`config.mk`:
```
export PLATFORM = sky130hd
export DESIGN_NAME = cmp_timer_chan
export DESIGN_NICKNAME = d
export VERILOG_FILES = /design/src/rtl/tmr_pkg.sv /design/src/rtl/tmr_cfg_reg.sv /design/src/rtl/tmr_cmp_unit.sv /design/src/rtl/tmr_rd_mux.sv /design/src/rtl/cmp_timer_chan.sv
export SDC_FILE = /design/constraint.sdc
export NUM_CORES = 1
export LEC_CHECK = 0
export ABC_AREA = 1
export ABC_CLOCK_PERIOD_IN_PS = 3150
export BUFFER_PORTS_ARGS = -buffer_cell sky130_fd_sc_hd__buf_4
export CAP_MARGIN = 20
export CELL_PAD_IN_SITES_DETAIL_PLACEMENT = 0
export CELL_PAD_IN_SITES_GLOBAL_PLACEMENT = 1
export CORE_ASPECT_RATIO = 1.5
export CORE_MARGIN = 2
export CORE_UTILIZATION = 41
export CTS_CLUSTER_DIAMETER = 150
export CTS_CLUSTER_SIZE = 14
export DETAILED_ROUTE_END_ITERATION = 10
export HOLD_SLACK_MARGIN = 0.1
export PLACE_DENSITY = 0.9
export SLEW_MARGIN = 0
export SYNTH_ARGS = -nofsm -noshare
export SYNTH_HDL_FRONTEND = slang
export SYNTH_SLANG_ARGS = --single-unit
```
`constraint.sdc`:
```
create_clock -name clk -period 3.15 [get_ports clk]
set_clock_uncertainty 0.15 [all_clocks]
set_input_delay 0.1575 -clock clk [delete_from_list [all_inputs] [get_ports clk]]
set_output_delay 0.1575 -clock clk [all_outputs]
set_load 0.02 [all_outputs]
```
`src/rtl/tmr_pkg.sv`:
```
package tmr_pkg;
    localparam int HALF_W = 32;
    localparam int CNT_W  = 2 * HALF_W;

    // configuration word bit positions
    localparam int B_PERIODIC = 0;
    localparam int B_NARROW   = 1;
    localparam int B_VSET     = 2;
    localparam int B_SIZE_CAP = 4;
    localparam int B_PER_CAP  = 5;

    typedef struct packed {
        logic periodic;
        logic mode32;
        logic armed;
    } cfg_t;
endpackage

```
`src/rtl/tmr_cfg_reg.sv`:
```
module tmr_cfg_reg
    import tmr_pkg::*;
#(
    parameter bit FULL = 1'b1
) (
    input  logic       clk,
    input  logic       rst_n,
    input  logic       cfg_we,
    input  logic       cmp_we,
    input  logic [2:0] wr_bits,
    output cfg_t       cfg
);
    cfg_t st_d, st_q;

    always_comb begin
        st_d = st_q;
        if (cmp_we) begin
            st_d.armed = 1'b0;
        end
        if (cfg_we) begin
            st_d.periodic = FULL ? wr_bits[B_PERIODIC] : 1'b0;
            st_d.mode32   = FULL ? wr_bits[B_NARROW]   : 1'b0;
            st_d.armed    = wr_bits[B_VSET] && st_d.periodic;
        end
    end

    always_ff @(posedge clk) begin
        if (!rst_n) begin
            st_q <= '0;
        end else begin
            st_q <= st_d;
        end
    end

    assign cfg = st_q;

    p_armed_needs_periodic_r7: assert property (@(posedge clk) disable iff (!rst_n)
        st_q.armed |-> st_q.periodic);

    p_cmp_write_disarms_r7: assert property (@(posedge clk) disable iff (!rst_n)
        (cmp_we && !cfg_we) |=> !st_q.armed);
endmodule

```
`src/rtl/tmr_cmp_unit.sv`:
```
module tmr_cmp_unit
    import tmr_pkg::*;
#(
    parameter bit FULL = 1'b1
) (
    input  logic              clk,
    input  logic              rst_n,
    input  logic              chan_en,
    input  logic [CNT_W-1:0]  cnt_val,
    input  logic              wr_lo,
    input  logic              wr_hi,
    input  logic [HALF_W-1:0] wr_data,
    input  cfg_t              cfg,
    output logic [CNT_W-1:0]  cmp_val,
    output logic              irq
);
    typedef struct packed {
        logic [CNT_W-1:0] cmp;
        logic [CNT_W-1:0] per;
        logic             fired;
        logic             irq;
    } cmp_st_t;

    cmp_st_t st_d, st_q;

    logic             narrow;
    logic             lo_eq, hi_eq, match, hit, load_cmp, hi_ok;
    logic [CNT_W-1:0] sum;

    always_comb begin
        narrow   = cfg.mode32 || !FULL;
        lo_eq    = cnt_val[HALF_W-1:0] == st_q.cmp[HALF_W-1:0];
        hi_eq    = cnt_val[CNT_W-1:HALF_W] == st_q.cmp[CNT_W-1:HALF_W];
        match    = lo_eq && (narrow || hi_eq);
        hit      = chan_en && match && (cfg.periodic || !st_q.fired);
        load_cmp = !cfg.periodic || cfg.armed;
        hi_ok    = wr_hi && FULL;
        sum      = st_q.cmp + st_q.per;

        st_d     = st_q;
        st_d.irq = hit;

        if (hit) begin
            if (cfg.periodic) begin
                st_d.cmp = narrow ? {st_q.cmp[CNT_W-1:HALF_W], sum[HALF_W-1:0]} : sum;
            end else begin
                st_d.fired = 1'b1;
            end
        end

        if (wr_lo) begin
            st_d.per[HALF_W-1:0] = wr_data;
            if (load_cmp) begin
                st_d.cmp[HALF_W-1:0] = wr_data;
            end
            st_d.fired = 1'b0;
        end

        if (hi_ok) begin
            st_d.per[CNT_W-1:HALF_W] = wr_data;
            if (load_cmp) begin
                st_d.cmp[CNT_W-1:HALF_W] = wr_data;
            end
            st_d.fired = 1'b0;
        end

        if (!FULL) begin
            st_d.cmp[CNT_W-1:HALF_W] = '0;
            st_d.per[CNT_W-1:HALF_W] = '0;
        end
    end

    always_ff @(posedge clk) begin
        if (!rst_n) begin
            st_q <= '0;
        end else begin
            st_q <= st_d;
        end
    end

    assign cmp_val = st_q.cmp;
    assign irq     = st_q.irq;

    p_pulse_needs_enable_r9: assert property (@(posedge clk) disable iff (!rst_n)
        st_q.irq |-> $past(chan_en));

    p_oneshot_silent_r4: assert property (@(posedge clk) disable iff (!rst_n)
        (st_q.fired && !cfg.periodic && !wr_lo && !wr_hi) |=> !st_q.irq);

    p_period_moves_cmp_r5: assert property (@(posedge clk) disable iff (!rst_n)
        (st_q.irq && $past(cfg.periodic && !wr_lo && !wr_hi && (st_q.per[HALF_W-1:0] != '0)))
        |-> (st_q.cmp[HALF_W-1:0] != $past(st_q.cmp[HALF_W-1:0])));

    p_narrow_keeps_hi_r8: assert property (@(posedge clk) disable iff (!rst_n)
        (cfg.mode32 && !wr_hi) |=> $stable(st_q.cmp[CNT_W-1:HALF_W]));
endmodule

```
`src/rtl/tmr_rd_mux.sv`:
```
module tmr_rd_mux
    import tmr_pkg::*;
#(
    parameter bit FULL = 1'b1
) (
    input  logic [1:0]        rd_sel,
    input  logic              periodic,
    input  logic              mode32,
    input  logic [CNT_W-1:0]  cmp_val,
    input  logic [HALF_W-1:0] cnt_hi,
    output logic [HALF_W-1:0] rd_data
);
    logic [HALF_W-1:0] cfg_word;

    always_comb begin
        cfg_word             = '0;
        cfg_word[B_PERIODIC] = periodic;
        cfg_word[B_NARROW]   = mode32;
        cfg_word[B_SIZE_CAP] = FULL;
        cfg_word[B_PER_CAP]  = FULL;
        unique case (rd_sel)
            2'd0:    rd_data = cfg_word;
            2'd1:    rd_data = cmp_val[HALF_W-1:0];
            2'd2:    rd_data = cmp_val[CNT_W-1:HALF_W];
            default: rd_data = (mode32 || !FULL) ? '0 : cnt_hi;
        endcase
    end
endmodule

```
`src/rtl/cmp_timer_chan.sv`:
```
module cmp_timer_chan
    import tmr_pkg::*;
#(
    parameter bit FULL = 1'b1
) (
    input  logic        clk,
    input  logic        rst_n,
    input  logic        chan_en,
    input  logic [63:0] cnt_val,
    input  logic        wr_en,
    input  logic [1:0]  wr_sel,
    input  logic [31:0] wr_data,
    input  logic [1:0]  rd_sel,
    output logic [31:0] rd_data,
    output logic        irq_pulse
);
    logic             wr_cfg, wr_lo, wr_hi;
    cfg_t             cfg;
    logic [CNT_W-1:0] cmp_val;

    assign wr_cfg = wr_en && (wr_sel == 2'd0);
    assign wr_lo  = wr_en && (wr_sel == 2'd1);
    assign wr_hi  = wr_en && (wr_sel == 2'd2);

    tmr_cfg_reg #(.FULL(FULL)) u_cfg (
        .clk     (clk),
        .rst_n   (rst_n),
        .cfg_we  (wr_cfg),
        .cmp_we  (wr_lo || wr_hi),
        .wr_bits (wr_data[2:0]),
        .cfg     (cfg)
    );

    tmr_cmp_unit #(.FULL(FULL)) u_cmp (
        .clk     (clk),
        .rst_n   (rst_n),
        .chan_en (chan_en),
        .cnt_val (cnt_val),
        .wr_lo   (wr_lo),
        .wr_hi   (wr_hi),
        .wr_data (wr_data),
        .cfg     (cfg),
        .cmp_val (cmp_val),
        .irq     (irq_pulse)
    );

    tmr_rd_mux #(.FULL(FULL)) u_rd (
        .rd_sel   (rd_sel),
        .periodic (cfg.periodic),
        .mode32   (cfg.mode32),
        .cmp_val  (cmp_val),
        .cnt_hi   (cnt_val[CNT_W-1:HALF_W]),
        .rd_data  (rd_data)
    );

    generate
        if (!FULL) begin : g_reduced
            p_reduced_hi_zero_r3: assert property (@(posedge clk) disable iff (!rst_n)
                (rd_sel == 2'd2) |-> (rd_data == '0));
        end
    endgenerate
endmodule

```
== After elaboration in Yosys (flattened, before gate mapping) ==
Index checks and enable logic that the tools add are counted.
W data, S select, Z words.

* Word-level logic and storage cells: 46
* Register bits: 133
* Output and inout bits: 33

* Add/sub/neg operators: 1
* Equality and inequality tests: 6
* Bitwise logic cells: 2
* Reduce and logical (&&, ||, !) cells: 18
* Mux-type cells: 11

{| class="wikitable"
|+ Operators by type and width
! operator !! count
|-
| $mux W64 || 3
|-
| $mux W32 || 5
|-
| $pmux W32 S3 || 1
|-
| $add A64 B64 Y64 || 1
|-
| $eq A32 B32 Y1 || 2
|-
| $logic_and A1 B1 Y1 || 7
|-
| $eq A2 B1 Y1 const B || 2
|-
| $eq A2 B2 Y1 const B || 2
|-
| $logic_not A2 Y1 || 2
|-
| $logic_or A1 B1 Y1 || 4
|-
| $reduce_or A3 Y1 || 1
|-
| $logic_not A1 Y1 || 2
|-
| $mux W1 || 2
|-
| $not A1 Y1 || 2
|-
| $reduce_and A2 Y1 || 1
|-
| $reduce_bool A2 Y1 || 1
|}

== Longest topological paths before layout ==
* Depth in word-level cells: 8
* Mapped depth: 16
* Mapped depth without buffers: 16

== By module ==
Synthesis repeated with hierarchy kept, for this count alone.

* Cell total of the unflattened synthesis: 2,600
* Area, all modules: 13,847.0 um2

{| class="wikitable"
|+ Modules (own cells, without submodules)
! module !! area each (um2) !! seq. area each (um2) !! times used !! cells each
|-
| tmr_cmp_unit || 13,031.2 || 2,602.5 || 1 || 2,427
|-
| tmr_rd_mux || 665.6 || 0.0 || 1 || 149
|-
| tmr_cfg_reg || 113.9 || 60.1 || 1 || 15
|-
| cmp_timer_chan || 36.3 || 0.0 || 1 || 9
|}

== Worst setup path before layout ==
OpenSTA, ideal clock, no wires.

* Path kind: reg-to-reg
* Start: reg u_cmp.st_q, in the netlist u_cmp.cmp_val[0]
* End: reg u_cmp.st_q, in the netlist u_cmp.cmp_val[60]
* Cell stages (with the launch flop): 17
* Library setup time: 119 ps
* Data arrival time: 1,937 ps
* Slack: 943 ps
* Buffers on the path: 0
* Cells stage by stage: dfxtp_1 ha_1 fa_1 nand3_1 nand3_1 nand2_1 nand2_1 nand2_1 nand2_1 nand2_1 nand2_1 nand2_1 nand2_1 nand2_1 nand3_1 nand2_1 a21oi_1

* Longest elaborated chain between the ends: 7
* Elaborated cells on any way between the ends: 10
* Those cells by class: add/sub: 1; eq/ne: 1; mux: 5; reduce/logical: 3

{| class="wikitable"
|+ RTL lines
! item !! line !! source
|-
| start, declared || tmr_cmp_unit.sv:24 || <nowiki>cmp_st_t st_d, st_q;</nowiki>
|-
| start signal, assigned || tmr_cmp_unit.sv:77 || <nowiki>st_q <= st_d;</nowiki>
|-
| branches (longest 4 deep; another with $add A64 B64 Y64) || - ||
|-
| $mux W64 * || tmr_cmp_unit.sv:43 || <nowiki>if (hit) begin</nowiki>
|-
| $mux W32 || tmr_cmp_unit.sv:61 || <nowiki>if (load_cmp) begin</nowiki>
|-
| $mux W32 * || tmr_cmp_unit.sv:59 || <nowiki>if (hi_ok) begin</nowiki>
|}

Every way passes the cells marked *.
A chain may end at the register's enable or synchronous reset.

== Worst setup path in the final report ==
* Start: in wr_sel[1]
* End: reg u_cmp.st_q, in the netlist u_cmp.cmp_val[33]

* Longest elaborated chain between the ends: 3

{| class="wikitable"
|+ RTL lines
! item !! line !! source
|-
| start, declared || cmp_timer_chan.sv:11 || <nowiki>input logic [1:0] wr_sel,</nowiki>
|-
| $eq A2 B2 Y1 || cmp_timer_chan.sv:23 || <nowiki>assign wr_hi = wr_en && (wr_sel == 2'd2);</nowiki>
|-
| $logic_and A1 B1 Y1 || cmp_timer_chan.sv:23 ||
|-
| $mux W32 || tmr_cmp_unit.sv:59 ||
|}

No other way between the ends.

==> results.sh <==
export IMPL_drt_pass1_iterations=5
export IMPL_wirelength_routed_um=68060
export IMPL_coreArea_um2=31830
export IMPL_register_area_share_after_synthesis_pct=20.14
export IMPL_htree_num_levels=4
export IMPL_timing_critical_path_arrival_ns=3.18
export IMPL_rsz0062_at_grt="no"
export IMPL_yosys_top_cells_count="857 x nand2_1, 447 x inv_1, 296 x nor2_1"
export IMPL_die_area_um2=33730
export IMPL_worst_vdd_ir_v=0.0006823
export IMPL_numCtsBuffers=17
export IMPL_worst_path_max_fanout=20
export IMPL_numPortBuffers=136
export IMPL_layout_filler_cells=3575
export IMPL_routed_wire_length_per_instance_um=22.13
export IMPL_synth_nets=2611
export IMPL_startpoint_type="input port"
export IMPL_power_leakage_nw=8.740
export IMPL_yosys_area_share_xor_xnor_pct=4.504
export IMPL_grt_overflow_total=0
export IMPL_report_final_hold_viol_count=0
export IMPL_synthMuxAreaShare_pct=0
export IMPL_gp_congestion=1.060
export IMPL_synth_warnings=0
export IMPL_worst_slew_margin_rel_pct=33.42
export IMPL_synthesis_area_um2=13220
export IMPL_post_synth_edffs=0
export IMPL_post_cts_setup_buffer_count=0
export IMPL_cpLargestDelayFamily="buffers and inverters"
export IMPL_ys_top_cells_by_area="nand2_1 24%, dfxtp_1 20%, inv_1 13%"
export IMPL_worst_path_buf_inv=8
export IMPL_yosys_cell_count_top_type="nand2_1"
export IMPL_yosys_area_share_adder_pct=6.113
export IMPL_tightest_slew_ns=0.9883
export IMPL_place_hpwl_um=55500
export IMPL_min_delay_path_class="input port to flop"
export IMPL_max_clock_path_buffers=2
export IMPL_grt_pass1_vias=16110
export IMPL_cp_slowest_cell="inv_1"
export IMPL_clock_pin_slew_of_the_registers_on_the_worst_case_setup_and_hold_paths_ns=0.07
export IMPL_synth_seq_cells=133
export IMPL_grt_use_total_pct=40.59
export IMPL_netlist_instances=2443
export IMPL_synth_top_area_cell="nand2_1"
export IMPL_wire_length_of_the_first_global_routing_pass_um=98990
export IMPL_clkLatencyLatePin_ns=0.46
export IMPL_syn_to_final_growth_pct=21.92
export IMPL_synth_area_per_cell_um2=5.412
export IMPL_remaining_design_rule_violation_count=0
export IMPL_number_of_antenna_repair_diodes=0
export IMPL_crit_path_cell_trace="dlygate4sd3_1 > buf_4 > inv_1 > nor3_4 > inv_1 > buf_4 > nor2_2 > inv_1 > buf_4 > o21ai_0 > dlygate4sd3_1 > a21oi_1"
export IMPL_io_pin_count=137
export IMPL_ys_flop_type="dfxtp_1"
export IMPL_status="finished clean"
export IMPL_synth_simple_gate_area_share_pct=40.99
export IMPL_timing_setup_tns_ns=0
export IMPL_final_layout_size_suffix_gt1_share_pct=10.21
export IMPL_via_count=16360
export IMPL_fmaxAchievable_mhz=340.5
export IMPL_clock_root_buffer="clkbuf_16"
export IMPL_power_density_cell_area_nw_per_um2=326.0
export IMPL_yosysTopAreaCellShare_pct=24.33
export IMPL_synth_async_sr_flop_share_pct=0
export IMPL_grt_max_degree=54
export IMPL_floorplan_initialDensity_pct=41.54
export IMPL_slew_viol_final=0
export IMPL_placement_rows=80
export IMPL_cap_violations=0
export IMPL_critical_path_max_stage_delay_ns=0.70
export IMPL_clock_sinks=133
export IMPL_worst_endpoint_required_ns=3.39
export IMPL_floorplan_die_width_um=150.6
export IMPL_antenna_violating_nets_post_route=0
export IMPL_dr_first_iter_drc_count=1306
export IMPL_postLayoutCoreUtil_pct=50.65
export IMPL_grt_antenna_before_repair=1
export IMPL_synth_compound_gate_area_share_pct=13.18
export IMPL_timing_final_crit_share_pct=93.22
export IMPL_finalSetupViolCount=0
export IMPL_height_of_the_chip_um=223.9
export IMPL_dominant_combinational_cell_family_by_area_after_synthesis="simple AND/OR/NAND/NOR gates"
export IMPL_crit_type="input port to flop"
export IMPL_setup_worst_path_end_class="flop"
export IMPL_min_period_ns=2.936
export IMPL_cts_tree="done"
export IMPL_synth_cell_types=35
export IMPL_nNetsFinal=2820
export IMPL_via_per_inst=5.320
report_power, final:
group	switching (W)	leakage, nW	internal, W
clock	0.000939	0.268	0.00111
sequential	0.000110	1.09	0.00177
combinational	0.000826	7.38	0.000504
total	0.00187	8.74	0.00338
worst min-delay path, delay by kind of cell:
kind | cells | cell delay, ns
buf+inv | 3 | 0.26
simple gates | 2 | 0.19
compound gates | 1 | 0.09
what timing repair did:
| action | CTS | global route |
|---|---|---|
| hold buffers | 43 | 0 |
| gates resized for setup | 0 | 1 |
| setup endpoints to repair | 0 | 1 |
| hold endpoints to repair | 108 | 0 |
final timing paths:
path	start	to	slack, ns	depth (start not counted)
setup / recovery	wr_sel[1]	u_cmp.cmp_val[33]	0.21	12
hold / removal	wr_en	u_cfg.cfg[0]	0.15	6
setup reg to reg	u_cmp.cmp_val[50]	u_cmp.cmp_val[53]	0.22	12
hold reg to reg	u_cmp.st_q[1]	u_cmp.st_q[1]	0.31	2
flip-flops by register name, summed over array words and instances, names as in the netlist:
| name | flops |
|---|---|
| u_cmp.irq | 1 |
| u_cmp.cmp_val | 64 |
| u_cfg.cfg | 3 |
| u_cmp.st_q | 65 |
cell type report:
type	count	area, µm²	share of cell area, %
clock buffer	18	429.2	2.662
multi-input combinational	1789	8598	53.33
inverter	455	1708	10.59
clock inverter	14	143.9	0.8925
tap	410	513.0	3.182
timing repair buffer	256	2067	12.82
sequential	133	2663	16.52
stage by stage:
step | hold WS, ns | instance area [µm²] | std cells | power [W] | worst slack, ns
after floorplan | 0.1565 | 13220 | 2443 | 0.002551 | 0.9433
after global placement | 0.2871 | 15120 | 3000 | 0.003163 | 0.3155
after detailed placement | 0.2955 | 15120 | 3000 | 0.003166 | 0.3150
after CTS | 0.1454 | 16120 | 3075 | 0.005228 | 0.3030
after global routing | 0.2055 | 16120 | 3075 | 0.005422 | 0.05906
final | 0.1489 | 16120 | 3075 | 0.005256 | 0.2136
per-layer routing:
metal,routed length [µm],GRT usage (%),up-vias
met2,32130,67.27,679
met1,24290,42.90,7452
met5,12,0,-
met3,4297,7.943,256
met4,7334,36.57,2
li1,-,-,7970
layout by cell type, fill, tap and decap left out, types with 3 or more instances in the layout:
cell,Yosys,layout
dfxtp_1,133,133
o21a_1,18,18
xor2_1,51,51
nand4_1,34,34
or2_2,6,6
nand2_1,857,857
a211oi_1,20,20
dlygate4sd3_1,0,43
ha_1,63,63
inv_6,0,5
o21ai_0,83,83
xnor2_1,17,17
a21oi_2,10,10
inv_2,5,5
inv_1,447,447
a21oi_1,136,136
nand3b_1,6,6
o211ai_1,21,21
nor2_1,296,292
nor3_1,21,20
nand3_1,127,127
buf_4,3,210
nor3b_1,3,3
o221ai_1,7,7
clkinv_1,3,3
clkbuf_16,0,17
clkinvlp_4,0,4
buf_12,0,3
cells by family (layout without fill, tap and decap cells):
group,count (synthesis),count (layout)
fa+ha+maj,64,64
buf+inv,521,743
flops,133,133
compound gates,303,303
xor+xnor,68,68
simple gates,1354,1354
Note: power is estimated with default switching activity, not from simulation.
